--- src/rtl/alu8_pkg.sv ---
package alu8_pkg;

    typedef enum logic [3:0] {
        OP_PASS_A = 4'h0,
        OP_PASS_B = 4'h1,
        OP_INV_A  = 4'h2,
        OP_INV_B  = 4'h3,
        OP_ADD    = 4'h4,
        OP_ADC    = 4'h5,
        OP_SUB    = 4'h6,
        OP_AND    = 4'h7,
        OP_OR     = 4'h8,
        OP_XOR    = 4'h9,
        OP_LSL    = 4'hA,
        OP_LSR    = 4'hB,
        OP_ASL    = 4'hC,
        OP_ASR    = 4'hD,
        OP_ROL    = 4'hE,
        OP_ROR    = 4'hF
    } alu_op_e;

    typedef struct packed {
        logic z;
        logic c;
        logic n;
        logic o;
    } alu_flags_t;

endpackage

--- src/rtl/alu8_addsub.sv ---
module alu8_addsub #(
    parameter int W = 8
) (
    input  logic [W-1:0] a,
    input  logic [W-1:0] b,
    input  logic         cin,
    input  logic         sub,
    output logic [W-1:0] sum,
    output logic         carry,
    output logic         ovf
);
    logic [W-1:0] b_eff;
    logic         c_in_eff;
    logic         c_out;

    always_comb begin
        b_eff    = sub ? ~b : b;
        c_in_eff = sub ? 1'b1 : cin;
        {c_out, sum} = {1'b0, a} + {1'b0, b_eff} + {{W{1'b0}}, c_in_eff};
        // subtract reports borrow, which is the inverse of the adder carry
        carry    = sub ? ~c_out : c_out;
        ovf      = (a[W-1] == b_eff[W-1]) && (sum[W-1] != a[W-1]);
    end
endmodule

--- src/rtl/alu8_shifter.sv ---
module alu8_shifter
    import alu8_pkg::*;
#(
    parameter int W = 8
) (
    input  logic [W-1:0] a,
    input  alu_op_e      op,
    output logic [W-1:0] res,
    output logic         sh_c,
    output logic         sh_o
);
    logic left;

    always_comb begin
        left = (op == OP_LSL) || (op == OP_ASL) || (op == OP_ROL);
        sh_c = left ? a[W-1] : a[0];
        sh_o = 1'b0;
        unique case (op)
            OP_LSL:  res = {a[W-2:0], 1'b0};
            OP_LSR:  res = {1'b0, a[W-1:1]};
            OP_ASL: begin
                res  = {a[W-2:0], 1'b0};
                sh_o = a[W-1] ^ a[W-2];
            end
            OP_ASR:  res = {a[W-1], a[W-1:1]};
            OP_ROL:  res = {a[W-2:0], a[W-1]};
            OP_ROR:  res = {a[0], a[W-1:1]};
            default: res = a;
        endcase
    end
endmodule

--- src/rtl/alu8_flags.sv ---
module alu8_flags
    import alu8_pkg::*;
#(
    parameter int W = 8
) (
    input  logic         clk,
    input  logic         rst,
    input  logic [W-1:0] a,
    input  logic [W-1:0] b,
    input  logic [3:0]   fun_sel,
    input  logic         flag_we,
    output logic [W-1:0] result,
    output logic         flag_z,
    output logic         flag_c,
    output logic         flag_n,
    output logic         flag_o
);
    alu_op_e      op;
    alu_flags_t   flags_d, flags_q;
    logic [W-1:0] as_sum, sh_res;
    logic         as_carry, as_ovf, sh_c, sh_o;
    logic         is_sub, is_arith, is_shift;

    assign op     = alu_op_e'(fun_sel);
    assign is_sub = (op == OP_SUB);

    alu8_addsub #(.W(W)) u_addsub (
        .a     (a),
        .b     (b),
        .cin   ((op == OP_ADC) ? flags_q.c : 1'b0),
        .sub   (is_sub),
        .sum   (as_sum),
        .carry (as_carry),
        .ovf   (as_ovf)
    );

    alu8_shifter #(.W(W)) u_shift (
        .a    (a),
        .op   (op),
        .res  (sh_res),
        .sh_c (sh_c),
        .sh_o (sh_o)
    );

    always_comb begin
        is_arith = (op == OP_ADD) || (op == OP_ADC) || (op == OP_SUB);
        is_shift = fun_sel >= 4'hA;
        unique case (op)
            OP_PASS_A: result = a;
            OP_PASS_B: result = b;
            OP_INV_A:  result = ~a;
            OP_INV_B:  result = ~b;
            OP_AND:    result = a & b;
            OP_OR:     result = a | b;
            OP_XOR:    result = a ^ b;
            OP_ADD, OP_ADC, OP_SUB: result = as_sum;
            default:   result = sh_res;
        endcase

        flags_d   = flags_q;
        flags_d.z = (result == '0);
        flags_d.n = result[W-1];
        if (is_arith) begin
            flags_d.c = as_carry;
            flags_d.o = as_ovf;
        end else if (is_shift) begin
            flags_d.c = sh_c;
            if (op == OP_ASL || op == OP_ASR) begin
                flags_d.o = sh_o;
            end
        end
    end

    always_ff @(posedge clk) begin
        if (rst) begin
            flags_q <= '0;
        end else if (flag_we) begin
            flags_q <= flags_d;
        end
    end

    assign flag_z = flags_q.z;
    assign flag_c = flags_q.c;
    assign flag_n = flags_q.n;
    assign flag_o = flags_q.o;
endmodule

--- config.mk ---
export PLATFORM = sky130hd
export DESIGN_NAME = alu8_flags
export DESIGN_NICKNAME = d
export VERILOG_FILES = /design/src/rtl/alu8_pkg.sv /design/src/rtl/alu8_addsub.sv /design/src/rtl/alu8_shifter.sv /design/src/rtl/alu8_flags.sv
export SDC_FILE = /design/constraint.sdc
export NUM_CORES = 1
export LEC_CHECK = 0
export BUFFER_PORTS_ARGS = -buffer_cell sky130_fd_sc_hd__buf_2
export CORE_UTILIZATION = 45
export DETAILED_ROUTE_END_ITERATION = 10
export GPL_TIMING_DRIVEN = 0
export PLACE_DENSITY = 0.79
export SKIP_CTS_REPAIR_TIMING = 1
export SLEW_MARGIN = 10
export SYNTH_ARGS = -nofsm -noshare
export SYNTH_HDL_FRONTEND = slang
export SYNTH_SLANG_ARGS = --single-unit
--- constraint.sdc ---
create_clock -name clk -period 6.6 [get_ports clk]
set_clock_uncertainty 0.15 [all_clocks]
set_input_delay 0.66 -clock clk [delete_from_list [all_inputs] [get_ports clk]]
set_output_delay 0.66 -clock clk [all_outputs]
set_load 0.1 [all_outputs]
### Yosys cells after proc, flatten, opt, wreduce, memory -nomap -nowiden

Cells that the tools add are included.

| word-level totals | value |
|---|---|
| output and inout bits | 12 |
| logic and storage cells | 58 |
| register bits | 4 |
| input bits | 23 |

| cells by class | value |
|---|---|
| reductions and logical operators | 14 |
| order comparisons | 1 |
| equal/unequal tests | 17 |
| $add $sub $neg | 2 |
| multiplexer cells | 13 |
| bitwise logic cells | 7 |

Operators with widths:

| kind | number |
|---|---|
| $pmux 8 s8 | 1 |
| $pmux 8 s5 | 1 |
| $eq 4x4->1 const B | 8 |
| $eq 4x3->1 const B | 4 |
| $not 8->8 | 2 |
| $mux 1 | 10 |
| $add 8x8->9 | 1 |
| $add 9x1->9 | 1 |
| $and 8x8->8 | 1 |
| $eq 4x2->1 const B | 2 |
| $logic_not 8->1 | 1 |
| $mux 8 | 1 |
| $or 8x8->8 | 1 |
| $xor 8x8->8 | 1 |
| $logic_or 1x1->1 | 5 |
| $eq 4x1->1 const B | 1 |
| $ge 4x4->1 const B | 1 |
| $logic_not 4->1 | 1 |
| $reduce_bool 2->1 | 2 |
| $reduce_and 3->1 | 1 |
| $reduce_or 3->1 | 1 |
| $reduce_and 2->1 | 1 |
| $reduce_or 2->1 | 1 |
| $eq 1x1->1 | 1 |
| 4 further kinds | 4 |

### Longest topological paths before layout

Gate-level depths: netlist (run 1).

| logic depth | value |
|---|---|
| depth in word-level cells | 7 |
| gate-level depth with buffers | 16 |
| gate-level depth less buffers | 13 |

### By module

A second synthesis (run 1) with hierarchy kept.

| unflattened totals | value |
|---|---|
| cells, all modules | 275 |
| area total of the unflattened synthesis | 2,003.2 µm² |

By module, submodules not included:

| module | area an instance (µm²) | cells each | instances |
|---|---|---|---|
| alu8_flags | 1,333.8 | 189 | 1 |
| alu8_addsub | 429.2 | 49 | 1 |
| alu8_shifter | 240.2 | 37 | 1 |

### Worst setup path before layout (run 1)

No wires, ideal clock.

| timing path | value |
|---|---|
| kind | input to register |
| from | input port fun_sel[3] |
| to | register flags_q, in the netlist flag_z |
| buffers on the path | 2 |
| path slack | 1.503 ns |
| data required time | 6.366 ns |
| library setup time | 0.084 ns |
| data arrival time | 4.863 ns |
| stages | 14 |
| path through | buf_4 -> nand2b_1 -> buf_4 -> nor2_1 -> xnor2_1 -> fa_1 -> inv_1 -> fa_1 -> xnor2_1 -> a211oi_2 -> nand3_1 -> or3b_1 -> or4_1 -> o31ai_2 |

| on the way | value |
|---|---|
| word-level cells in the longest chain between the ends | 6 |

RTL lines:

| element | RTL line | source |
|---|---|---|
| from (decl) | alu8_flags.sv:10 | `input logic [3:0] fun_sel,` |
| $eq 4x3->1, on equally long branches | alu8_flags.sv:25, alu8_flags.sv:48, alu8_flags.sv:30 |  |
| $mux 8 or $mux 1 (tied branches) | alu8_addsub.sv:17, alu8_flags.sv:30 |  |
| $add 8x8->9 or $mux 1 (tied branches) | alu8_addsub.sv:19, alu8_addsub.sv:18 |  |
| $add 9x1->9 | alu8_addsub.sv:19 | `{c_out, sum} = {1'b0, a} + {1'b0, b_eff} + {{W{1'b0}}, c_in_eff};` |
| $pmux 8 s8 * | alu8_flags.sv:48 | `unique case (op)` |
| named net result[2] | alu8_flags.sv:12 | `output logic [W-1:0] result,` |
| $logic_not 8->1 * | alu8_flags.sv:61 | `flags_d.z = (result == '0);` |
| to (signal assigned) | alu8_flags.sv:78 | `flags_q <= flags_d;` |
| to (decl) | alu8_flags.sv:19 | `alu_flags_t flags_d, flags_q;` |

The timed path passes the listed nets; every way through them passes the cells marked *.
A chain may end at the register's enable or synchronous reset.

==> impl_metrics.env, run 1 <==
export IMPL_wl_per_cell_um=15.6
export IMPL_rsz0062_at_grt="false"
export IMPL_cp_required_ps=5790
export IMPL_gp_congestion=0.945
export IMPL_hp_class="register to register"
export IMPL_irDropWorstVdd_uv=59.9
export IMPL_fill_cells=394
export IMPL_dp_slack_ps=1440
export IMPL_h_tree_depth=1
export IMPL_maxSlewHeadroom_pct=34.2
export IMPL_initial_core_util_pct=47.4
export IMPL_yosys_warnings=0
export IMPL_synth_top_family_by_area="compound AO/OA/AOI/OAI gates"
export IMPL_synthCells=247
export IMPL_track_usage_pct=26.5
export IMPL_die_w_um=64.3
export IMPL_dr_total_vias=1969
export IMPL_cts_sinks=4
export IMPL_fin_tns_setup_ps=0
export IMPL_comb_power_share_pct=72.8
export IMPL_cts_root_buffer="clkbuf_8"
export IMPL_p_seq_share_pct=9.2
export IMPL_placed_area_um2=1970
export IMPL_fin_ws_ps=1400
export IMPL_nNetsFinal=332
export IMPL_layout_worst_path_cycle_share_pct=78.8
export IMPL_hold_viol=0
export IMPL_synth_top_area_share_pct=16.5
export IMPL_synthSimpleGateAreaFrac_pct=24.0
export IMPL_synth_edf_count=0
export IMPL_yosys_mux_area_fraction_pct=4.01
export IMPL_power_total_mw=0.286
export IMPL_synth_fp_nets=295
export IMPL_row_count=22
export IMPL_setup_violations=0
export IMPL_avgViaCountPerCell=5.97
export IMPL_reg2reg_depth=11
export IMPL_powerDensity_nw_per_um2=142
export IMPL_syn2layout_area_growth_pct=15.0
export IMPL_crit_end="result[7]"
export IMPL_seq_area_frac_synth_pct=4.58
export IMPL_cts_clk_slew_worst_paths_ps=30
export IMPL_dp_hpwl_mm=3.99
export IMPL_dp_cells=327
export IMPL_ys_types=59
export IMPL_outcome="finished clean"
export IMPL_clk_latency_ps=220
export IMPL_synth_main_ff_cell="dfxtp_1"
export IMPL_cap_violations=0
export IMPL_arrival_ps=4390
export IMPL_antenna_found_initial=0
export IMPL_overflow=0
export IMPL_syn_area_um2=1750
export IMPL_synth_top_cells_by_area="ha_1, xnor2_1, a21oi_1"
export IMPL_power_switching_mw=0.160
export IMPL_min_period_ps=5200
export IMPL_multi_input_area_um2=1480
export IMPL_switching_share_pct=55.9
export IMPL_die_area_um2=4140
export IMPL_ant_nets=0
export IMPL_worstSetupPathType="primary input to output pin"
export IMPL_p_leak_nw=0.968
export IMPL_worst_setup_path_start_kind="primary input"
export IMPL_avgSynthCellArea_um2=7.08
export IMPL_ios=35
export IMPL_drc=0
export IMPL_die_h_um=64.3
export IMPL_final_area_um2=2010
export IMPL_layoutNonFillerInstCount=330
export IMPL_core_um2=3690
export IMPL_synth_top_area_cell="ha_1"
export IMPL_cts_tree="built"
export IMPL_async_flop_share_pct=0
export IMPL_yosys_area_share_adder_pct=18.8
export IMPL_grt_pass1_wl_mm=8.71
export IMPL_ff_latch_area_um2=80.1
export IMPL_max_freq_mhz=192
export IMPL_tightest_slew_ps=983
export IMPL_drt_iter0_drc=162
export IMPL_worstPathMaxFanout=10
export IMPL_synth_compound_area_share_pct=28.5
export IMPL_grt_pass1_vias=1937
export IMPL_end_kind="output pin"
export IMPL_routed_wl_mm=5.14
export IMPL_r2r_start="flag_c$_SDFFE_PP0P_"
export IMPL_yosysMostFrequentCell="inv_1"
export IMPL_port_buffers=32
export IMPL_clock_path_buffers=2
export IMPL_drive_gt1_share_pct=17.7
export IMPL_numCtsBuffers=3
export IMPL_grt_max_degree=11
export IMPL_r2r_end="flag_z$_SDFFE_PP0P_"
export IMPL_synthTopCellsByCount="inv_1, ha_1, a21oi_1"
export IMPL_diodes=0
export IMPL_p_int_mw=0.126
export IMPL_startpoint="fun_sel[1]"
export IMPL_synth_xor_area_share_pct=9.52
export IMPL_finalMaxSlewViolations=0
export IMPL_reg2reg_slack_ps=3210
export IMPL_first_pass_iters=4
export IMPL_pwr_share_clk_pct=17.9
export IMPL_synth_seq_cells=4
[cell type report]
type | count | share of cell area [%]
buffer | 17 | 4.79
multi-input combinational | 202 | 73.7
clock buffer | 3 | 2.05
sequential | 4 | 3.99
inverter | 24 | 4.48
timing repair buffer | 32 | 7.97
tap | 48 | 2.99
[critical path, cell delays in order]
cell and delay (ps):
buf_2 90, buf_4 170, nand2b_1 70, clkbuf_1 150, nor2_1 770, xnor2_1 190
fa_1 490, a21o_1 200, a21o_1 210, a221oi_1 440, nand3_1 150, o211ai_1 210
buf_4 180, buf_2 410
[how the worst min path moves through the flow]
stage / startpoint / to / slack [ps] / cells past startpoint
after floorplan: rst / flag_c$_SDFFE_PP0P_ / 580 / 1
after global placement: flag_n$_SDFFE_PP0P_ / flag_n$_SDFFE_PP0P_ / 320 / 2
after detailed placement: flag_o$_SDFFE_PP0P_ / flag_o$_SDFFE_PP0P_ / 350 / 2
after CTS: flag_o$_SDFFE_PP0P_ / flag_o$_SDFFE_PP0P_ / 360 / 2
after global routing: flag_o$_SDFFE_PP0P_ / flag_o$_SDFFE_PP0P_ / 380 / 2
final: flag_o$_SDFFE_PP0P_ / flag_o$_SDFFE_PP0P_ / 350 / 2
[layer usage]
layer	share of wire (%)	vias to the layer above	track usage [%]	wire [µm]
li1	-	956	-	-
met1	43	901	34.6	2230
met2	46	94	43.7	2370
met3	6.9	18	2.86	354
met4	3.6	0	11.4	184
met5	0	-	0	0
[power by group through the flow]
stage	Clock [mW]	Combinational (mW)	Sequential (mW)
4_1_cts	0.0522	0.206	0.0264
5_1_grt	0.0542	0.224	0.0265
2_1_floorplan	0	0.152	0.0358
6_report	0.0513	0.208	0.0264
3_3_place_gp	0	0.203	0.0266
3_5_place_dp	0	0.205	0.0267
[placed cells by master (no fill, tap or decap), types with 3 or more instances in the layout]
cell type,instances
ha_1,23
nor2b_1,4
or3_1,3
a31oi_1,3
dfxtp_1,4
xor2_1,6
a22o_1,4
a21oi_1,20
inv_1,24
a21o_1,4
mux2i_1,7
nand3b_1,3
clkbuf_1,5
and3_1,3
nand2_1,16
buf_2,37
nand3_1,9
a311oi_1,3
buf_4,5
clkbuf_8,3
o21ai_0,6
nor3_1,3
o21ai_1,3
nor2_1,18
o211ai_1,5
xnor2_1,13
nor3b_1,3
nand2b_1,9
[metrics by stage]
step                hold WS [ps]  util (%)
floorplan                    582         -
global placement             321      53.4
detailed placement           348      53.4
CTS                          357      54.5
global route                 379      54.5
finish                       353      54.5
[state kept, by name, summed over array words and instances (netlist names)]
| name | flops |
|---|---|
| flag_n | 1 |
| flag_o | 1 |
| flag_z | 1 |
| flag_c | 1 |
[cell families after synthesis]
| group | Yosys count |
|---|---|
| AND/OR/NAND/NOR | 80 |
| AO/OA/AOI/OAI | 71 |
| buffers and inverters | 41 |
| adder cells (fa/ha/maj) | 25 |
| XOR/XNOR | 19 |
| multiplexers | 7 |
| flip-flops | 4 |
No activity file was read; power rests on OpenSTA's default activity.
==> run 2, diff against run 1 <==
- ABC_AREA: default -> 1
- PLACE_DENSITY: 0.79 -> 0.8
- clock period: 6.6 -> 5.2 ns (I/O delays scaled with it)
==> run 2 against run 1 <==
  * Cell count rose by 22%
  * Register-to-register slack worse by 610 ps
  * Critical endpoint is now result[6]
  * Area after synthesis down 2.9%
  * Clock power is 24% higher
==> impl_metrics.env, run 2 <==
export IMPL_row_count=21
export IMPL_hp_class="register to register"
export IMPL_avgSynthCellArea_um2=5.29
export IMPL_max_freq_mhz=230
export IMPL_synth_top_area_share_pct=23.7
export IMPL_synth_main_ff_cell="dfxtp_1"
export IMPL_ios=35
export IMPL_cts_root_buffer="clkbuf_8"
export IMPL_crit_family="simple AND/OR/NAND/NOR gates"
export IMPL_p_leak_nw=1.17
export IMPL_r2r_start="flag_c$_SDFFE_PP0P_"
export IMPL_overflow=0
export IMPL_synthTopCellsByCount="nand2_1, inv_1, nor2_1"
export IMPL_r2r_end="flag_z$_SDFFE_PP0P_"
export IMPL_h_tree_depth=1
export IMPL_drt_iter0_drc=242
export IMPL_rsz0062_at_grt="false"
export IMPL_synth_top_area_cell="nand2_1"
export IMPL_dp_hpwl_mm=3.98
export IMPL_setup_violations=0
export IMPL_synth_fp_nets=369
export IMPL_clock_path_buffers=2
export IMPL_ant_nets=0
export IMPL_cts_sinks=4
export IMPL_layout_worst_path_cycle_share_pct=83.6
export IMPL_antenna_found_initial=0
export IMPL_path_buf_inv=6
export IMPL_worstPathMaxFanout=10
export IMPL_first_pass_iters=7
export IMPL_grt_pass1_wl_mm=7.85
export IMPL_fill_cells=368
export IMPL_syn2layout_area_growth_pct=15.6
export IMPL_most_common_layout_cells="nand2_1, inv_1, nor2_1"
export IMPL_finish_utilization_pct=56.5
export IMPL_grt_pass1_vias=1837
export IMPL_min_period_ps=4350
export IMPL_cap_violations=0
export IMPL_fin_tns_setup_ps=0
export IMPL_cts_tree="built"
export IMPL_yosysMostFrequentCell="nand2_1"
export IMPL_arrival_ps=3680
export IMPL_ff_latch_area_um2=80.1
export IMPL_track_usage_pct=24.2
export IMPL_final_common_cell="nand2_1"
export IMPL_numCtsBuffers=3
export IMPL_synthCells=321
export IMPL_irDropWorstVdd_uv=61.6
export IMPL_drive_gt1_share_pct=12.3
export IMPL_outcome="finished clean"
export IMPL_seq_area_frac_synth_pct=4.72
export IMPL_cp_required_ps=4530
export IMPL_synth_edf_count=0
export IMPL_core_um2=3470
export IMPL_async_flop_share_pct=0
export IMPL_crit_slowest_cell="fa_1"
export IMPL_diodes=0
export IMPL_hp_start="flag_z$_SDFFE_PP0P_"
export IMPL_end_kind="output pin"
export IMPL_hold_depth=2
export IMPL_tightest_slew_ps=635
export IMPL_grt_max_degree=11
export IMPL_yosys_warnings=0
export IMPL_hold_viol=0
export IMPL_multi_input_area_um2=1390
export IMPL_die_h_um=63.4
export IMPL_slowest_delay_ps=480
export IMPL_maxSlewHeadroom_pct=57.5
export IMPL_die_area_um2=4020
export IMPL_syn_area_um2=1700
export IMPL_worst_setup_path_start_kind="primary input"
export IMPL_synth_top_cells_by_area="nand2_1, ha_1, inv_1"
export IMPL_initial_core_util_pct=48.9
export IMPL_reg2reg_depth=18
export IMPL_holdPathEnd="flag_z$_SDFFE_PP0P_"
export IMPL_powerDensity_nw_per_um2=175
export IMPL_routed_wl_mm=4.85
export IMPL_clk_latency_ps=210
export IMPL_wl_per_cell_um=12.0
export IMPL_worstSetupPathType="primary input to output pin"
export IMPL_nNetsFinal=407
export IMPL_reg2reg_slack_ps=2600
export IMPL_synth_seq_cells=4
export IMPL_dr_total_vias=2139
export IMPL_avgViaCountPerCell=5.31
export IMPL_crit_chain="buf_2, inv_2, nor2_1, nand2_1, xor2_1, fa_1, inv_1, fa_1, inv_1, nand2_1, nand2_1, nand3_1, nand2_1, nand2_1, nand3_1, nand2_1, nor2_1, inv_1, buf_2"
export IMPL_cp_common_cell="nand2_1"
export IMPL_cts_clk_slew_worst_paths_ps=30
export IMPL_finalMaxSlewViolations=0
export IMPL_port_buffers=33
export IMPL_drc=0
export IMPL_ys_types=25
export IMPL_die_w_um=63.4
export IMPL_gp_congestion=0.910
[run 2: cell count changes in the layout (fill, tap and decap cells not counted), sizes merged, moves of 8 or more]
cell / before / now
nand2b: 9 / 0
inv: 24 / 56
a21oi: 21 / 8
nand2: 16 / 107
xnor2: 13 / 0
buf: 44 / 36
nand3: 9 / 31
nor2: 18 / 42
[run 2: how the worst max path moves through the flow]
stage	start	end	slack [ps]	cells past startpoint
after global routing	fun_sel[1]	result[6]	590	19
after detailed placement	fun_sel[1]	result[6]	910	19
final	fun_sel[1]	result[6]	850	19
after CTS	fun_sel[1]	result[6]	910	19
after floorplan	fun_sel[0]	result[1]	1260	12
after global placement	fun_sel[1]	result[6]	950	19
[run 2: cells by family (layout without fill, tap and decap cells)]
logic type	after synthesis	in the layout	share of synthesized area [%]
DFF	4	4	4.72
xor gates and xnor gates	10	10	5.16
AOI/OAI and AO/OA	35	35	11.9
adders and majority gates	25	25	19.3
buffers and inverters	59	95	13.4
and+or+nand+nor	188	188	45.4
[run 2: through the flow]
step	instances	total power [mW]	hold WS, ps	setup slack, ps	area, µm²
2_1_floorplan	321	0.225	439	1260	1700
3_3_place_gp	400	0.273	297	950	1920
3_5_place_dp	400	0.278	299	910	1920
4_1_cts	403	0.344	305	905	1960
5_1_grt	403	0.370	325	588	1960
6_report	403	0.343	304	853	1960
[run 2: power by group]
group          switching, mW  internal (mW)  leakage [nW]
combinational          0.185         0.0606          1.12
clock                 0.0144         0.0492        0.0216
sequential           0.00112         0.0328        0.0328
[run 2: final cells by class]
| cell class | count | area share (%) |
|---|---|---|
| clock buffer | 3 | 2.11 |
| multi-input combinational | 258 | 70.8 |
| buffer | 3 | 0.893 |
| inverter | 56 | 10.7 |
| sequential | 4 | 4.08 |
| timing repair buffer | 33 | 8.42 |
| tap | 46 | 2.94 |
[run 2: metal layers]
layer,wire (µm),global-route usage (%),up-vias
met5,0,0,-
met4,63,9.09,0
met3,446,3.26,6
met2,2180,37.0,100
met1,2160,34.0,947
li1,-,-,1086
[run 2: tightest hold or removal path: stages (launching register included)]
cell and delay [ps]:
dfxtp_1 300, nand2_1 60, a21oi_1 50
==> run 3, diff against run 2 <==
- PLACE_DENSITY: 0.8 -> 0.82
- clock period: 5.2 -> 3.56 ns (I/O delays scaled with it)
==> run 3 against run 2 <==
  * Global-route usage grew 1.2 points
  * Cell count grew 1.2%
  * Worst hold slack lost 140 ps
  * Flip-flop and latch count is the same
  * Largest cell class unchanged
  * Register-to-register slack lost 1700 ps
  * Combinational power grew 54%
  * First-iteration DRC count shrank 9.9%
  * Setup slack lost 660 ps
  * Non-clock buffer count grew 5
  * Clock power grew 53%
  * Die area is the same
  * Largest power group unchanged
==> impl_metrics.env, run 3 (same netlist as run 2, synthesis figures left out) <==
export IMPL_tightest_slew_ps=670
export IMPL_min_period_ps=3370
export IMPL_grt_max_degree=11
export IMPL_port_buffers=33
export IMPL_outcome="finished clean"
export IMPL_r2r_start="flag_c$_SDFFE_PP0P_"
export IMPL_reg2reg_slack_ps=950
export IMPL_hold_viol=0
export IMPL_cts_sinks=4
export IMPL_avgViaCountPerCell=5.31
export IMPL_grt_pass1_vias=1890
export IMPL_dp_hpwl_mm=4.00
export IMPL_die_w_um=63.4
export IMPL_track_usage_pct=25.4
export IMPL_dp_slack_ps=-418
export IMPL_syn2layout_area_growth_pct=22.1
export IMPL_drt_iter0_drc=218
export IMPL_r2r_end="flag_z$_SDFFE_PP0P_"
export IMPL_most_common_layout_cells="nand2_1, inv_1, nor2_1"
export IMPL_grt_pass1_wl_mm=8.27
export IMPL_h_tree_depth=1
export IMPL_worstPathMaxFanout=6
export IMPL_worst_setup_path_start_kind="primary input"
export IMPL_core_um2=3470
export IMPL_cts_root_buffer="clkbuf_8"
export IMPL_clock_path_buffers=2
export IMPL_maxSlewHeadroom_pct=55.2
export IMPL_gp_congestion=0.869
export IMPL_cts_clk_slew_worst_paths_ps=30
export IMPL_numCtsBuffers=3
export IMPL_diodes=0
export IMPL_wl_per_cell_um=12.3
export IMPL_die_area_um2=4020
export IMPL_clk_latency_ps=220
export IMPL_ant_nets=0
export IMPL_reg2reg_depth=18
export IMPL_nNetsFinal=412
export IMPL_powerDensity_nw_per_um2=253
export IMPL_holdPathEnd="flag_z$_SDFFE_PP0P_"
export IMPL_layout_worst_path_cycle_share_pct=94.6
export IMPL_drive_gt1_share_pct=16.0
export IMPL_die_h_um=63.4
export IMPL_final_common_cell="nand2_1"
export IMPL_row_count=21
export IMPL_hp_class="primary input to register"
export IMPL_fin_tns_setup_ps=0
export IMPL_antenna_found_initial=0
export IMPL_cap_violations=0
export IMPL_end_kind="output pin"
export IMPL_finalMaxSlewViolations=0
export IMPL_hold_depth=2
export IMPL_setup_violations=0
export IMPL_hp_start="rst"
export IMPL_fin_ws_ps=194
export IMPL_routed_wl_mm=5.02
export IMPL_dr_total_vias=2166
export IMPL_worstSetupPathType="primary input to output pin"
export IMPL_first_pass_iters=5
export IMPL_arrival_ps=2860
export IMPL_cts_tree="built"
export IMPL_initial_core_util_pct=48.9
export IMPL_power_total_mw=0.524
export IMPL_overflow=0
export IMPL_p_leak_nw=1.19
export IMPL_cp_required_ps=3050
export IMPL_max_freq_mhz=297
export IMPL_irDropWorstVdd_uv=83.1
export IMPL_drc=0
export IMPL_ios=35
[run 3: cell types whose count changed in the layout (fill, tap and decap cells not counted), sizes merged]
cell      previous run  this run
buf                 36        40
clkbuf               3         4
clkinvlp             0         2
inv                 56        54
[run 3: layout make-up]
class                      instances  area [µm²]
buffer                             3        17.5
inverter                          56         218
tap                               46        57.6
fill                             354        1400
clock buffer                       3        41.3
timing repair buffer              38         211
multi-input combinational        258        1450
sequential                         4        80.1
[run 3: critical path, cell delays in order]
cell        delay (ps)
buf_2              160
inv_2               80
nor2_4             210
nand2_8             90
xor2_2             180
fa_2               370
inv_1               90
fa_1               420
o211ai_1           190
nor2_1              60
nand2_1             50
nand2_1             90
clkinvlp_4          80
buf_2              410
[run 3: how the worst max path moves through the flow]
stage	start	endpoint	cells past startpoint
global placement	fun_sel[1]	result[6]	19
detailed placement	fun_sel[1]	result[6]	19
finish	fun_sel[1]	result[1]	14
floorplan	fun_sel[0]	result[6]	17
global route	fun_sel[2]	result[6]	19
CTS	fun_sel[1]	result[6]	19
[run 3: per-layer routing]
metal / GRT usage (%) / part of all wire, % / vias up
li1: - / - / 1096
met1: 33.7 / 43 / 915
met2: 40.3 / 44 / 136
met3: 5.80 / 11 / 19
met4: 7.39 / 2.5 / 0
met5: 0 / 0 / -
[run 3: where the power goes]
part / leakage [nW] / switching (mW) / total [mW] / internal, mW
Combinational: 1.14 / 0.279 / 0.378 / 0.0983
Clock: 0.0216 / 0.0249 / 0.0970 / 0.0722
Sequential: 0.0328 / 0.00154 / 0.0494 / 0.0479
Total: 1.19 / 0.306 / 0.524 / 0.218
[run 3: per-stage QoR]
stage	utilization (%)	hold WS, ps	cell area [µm²]	instances
after floorplan	-	275	1710	321
after global placement	55.6	298	1930	400
after detailed placement	55.6	308	1930	400
after CTS	56.8	158	1970	403
after global routing	59.7	157	2070	408
final	59.7	161	2070	408
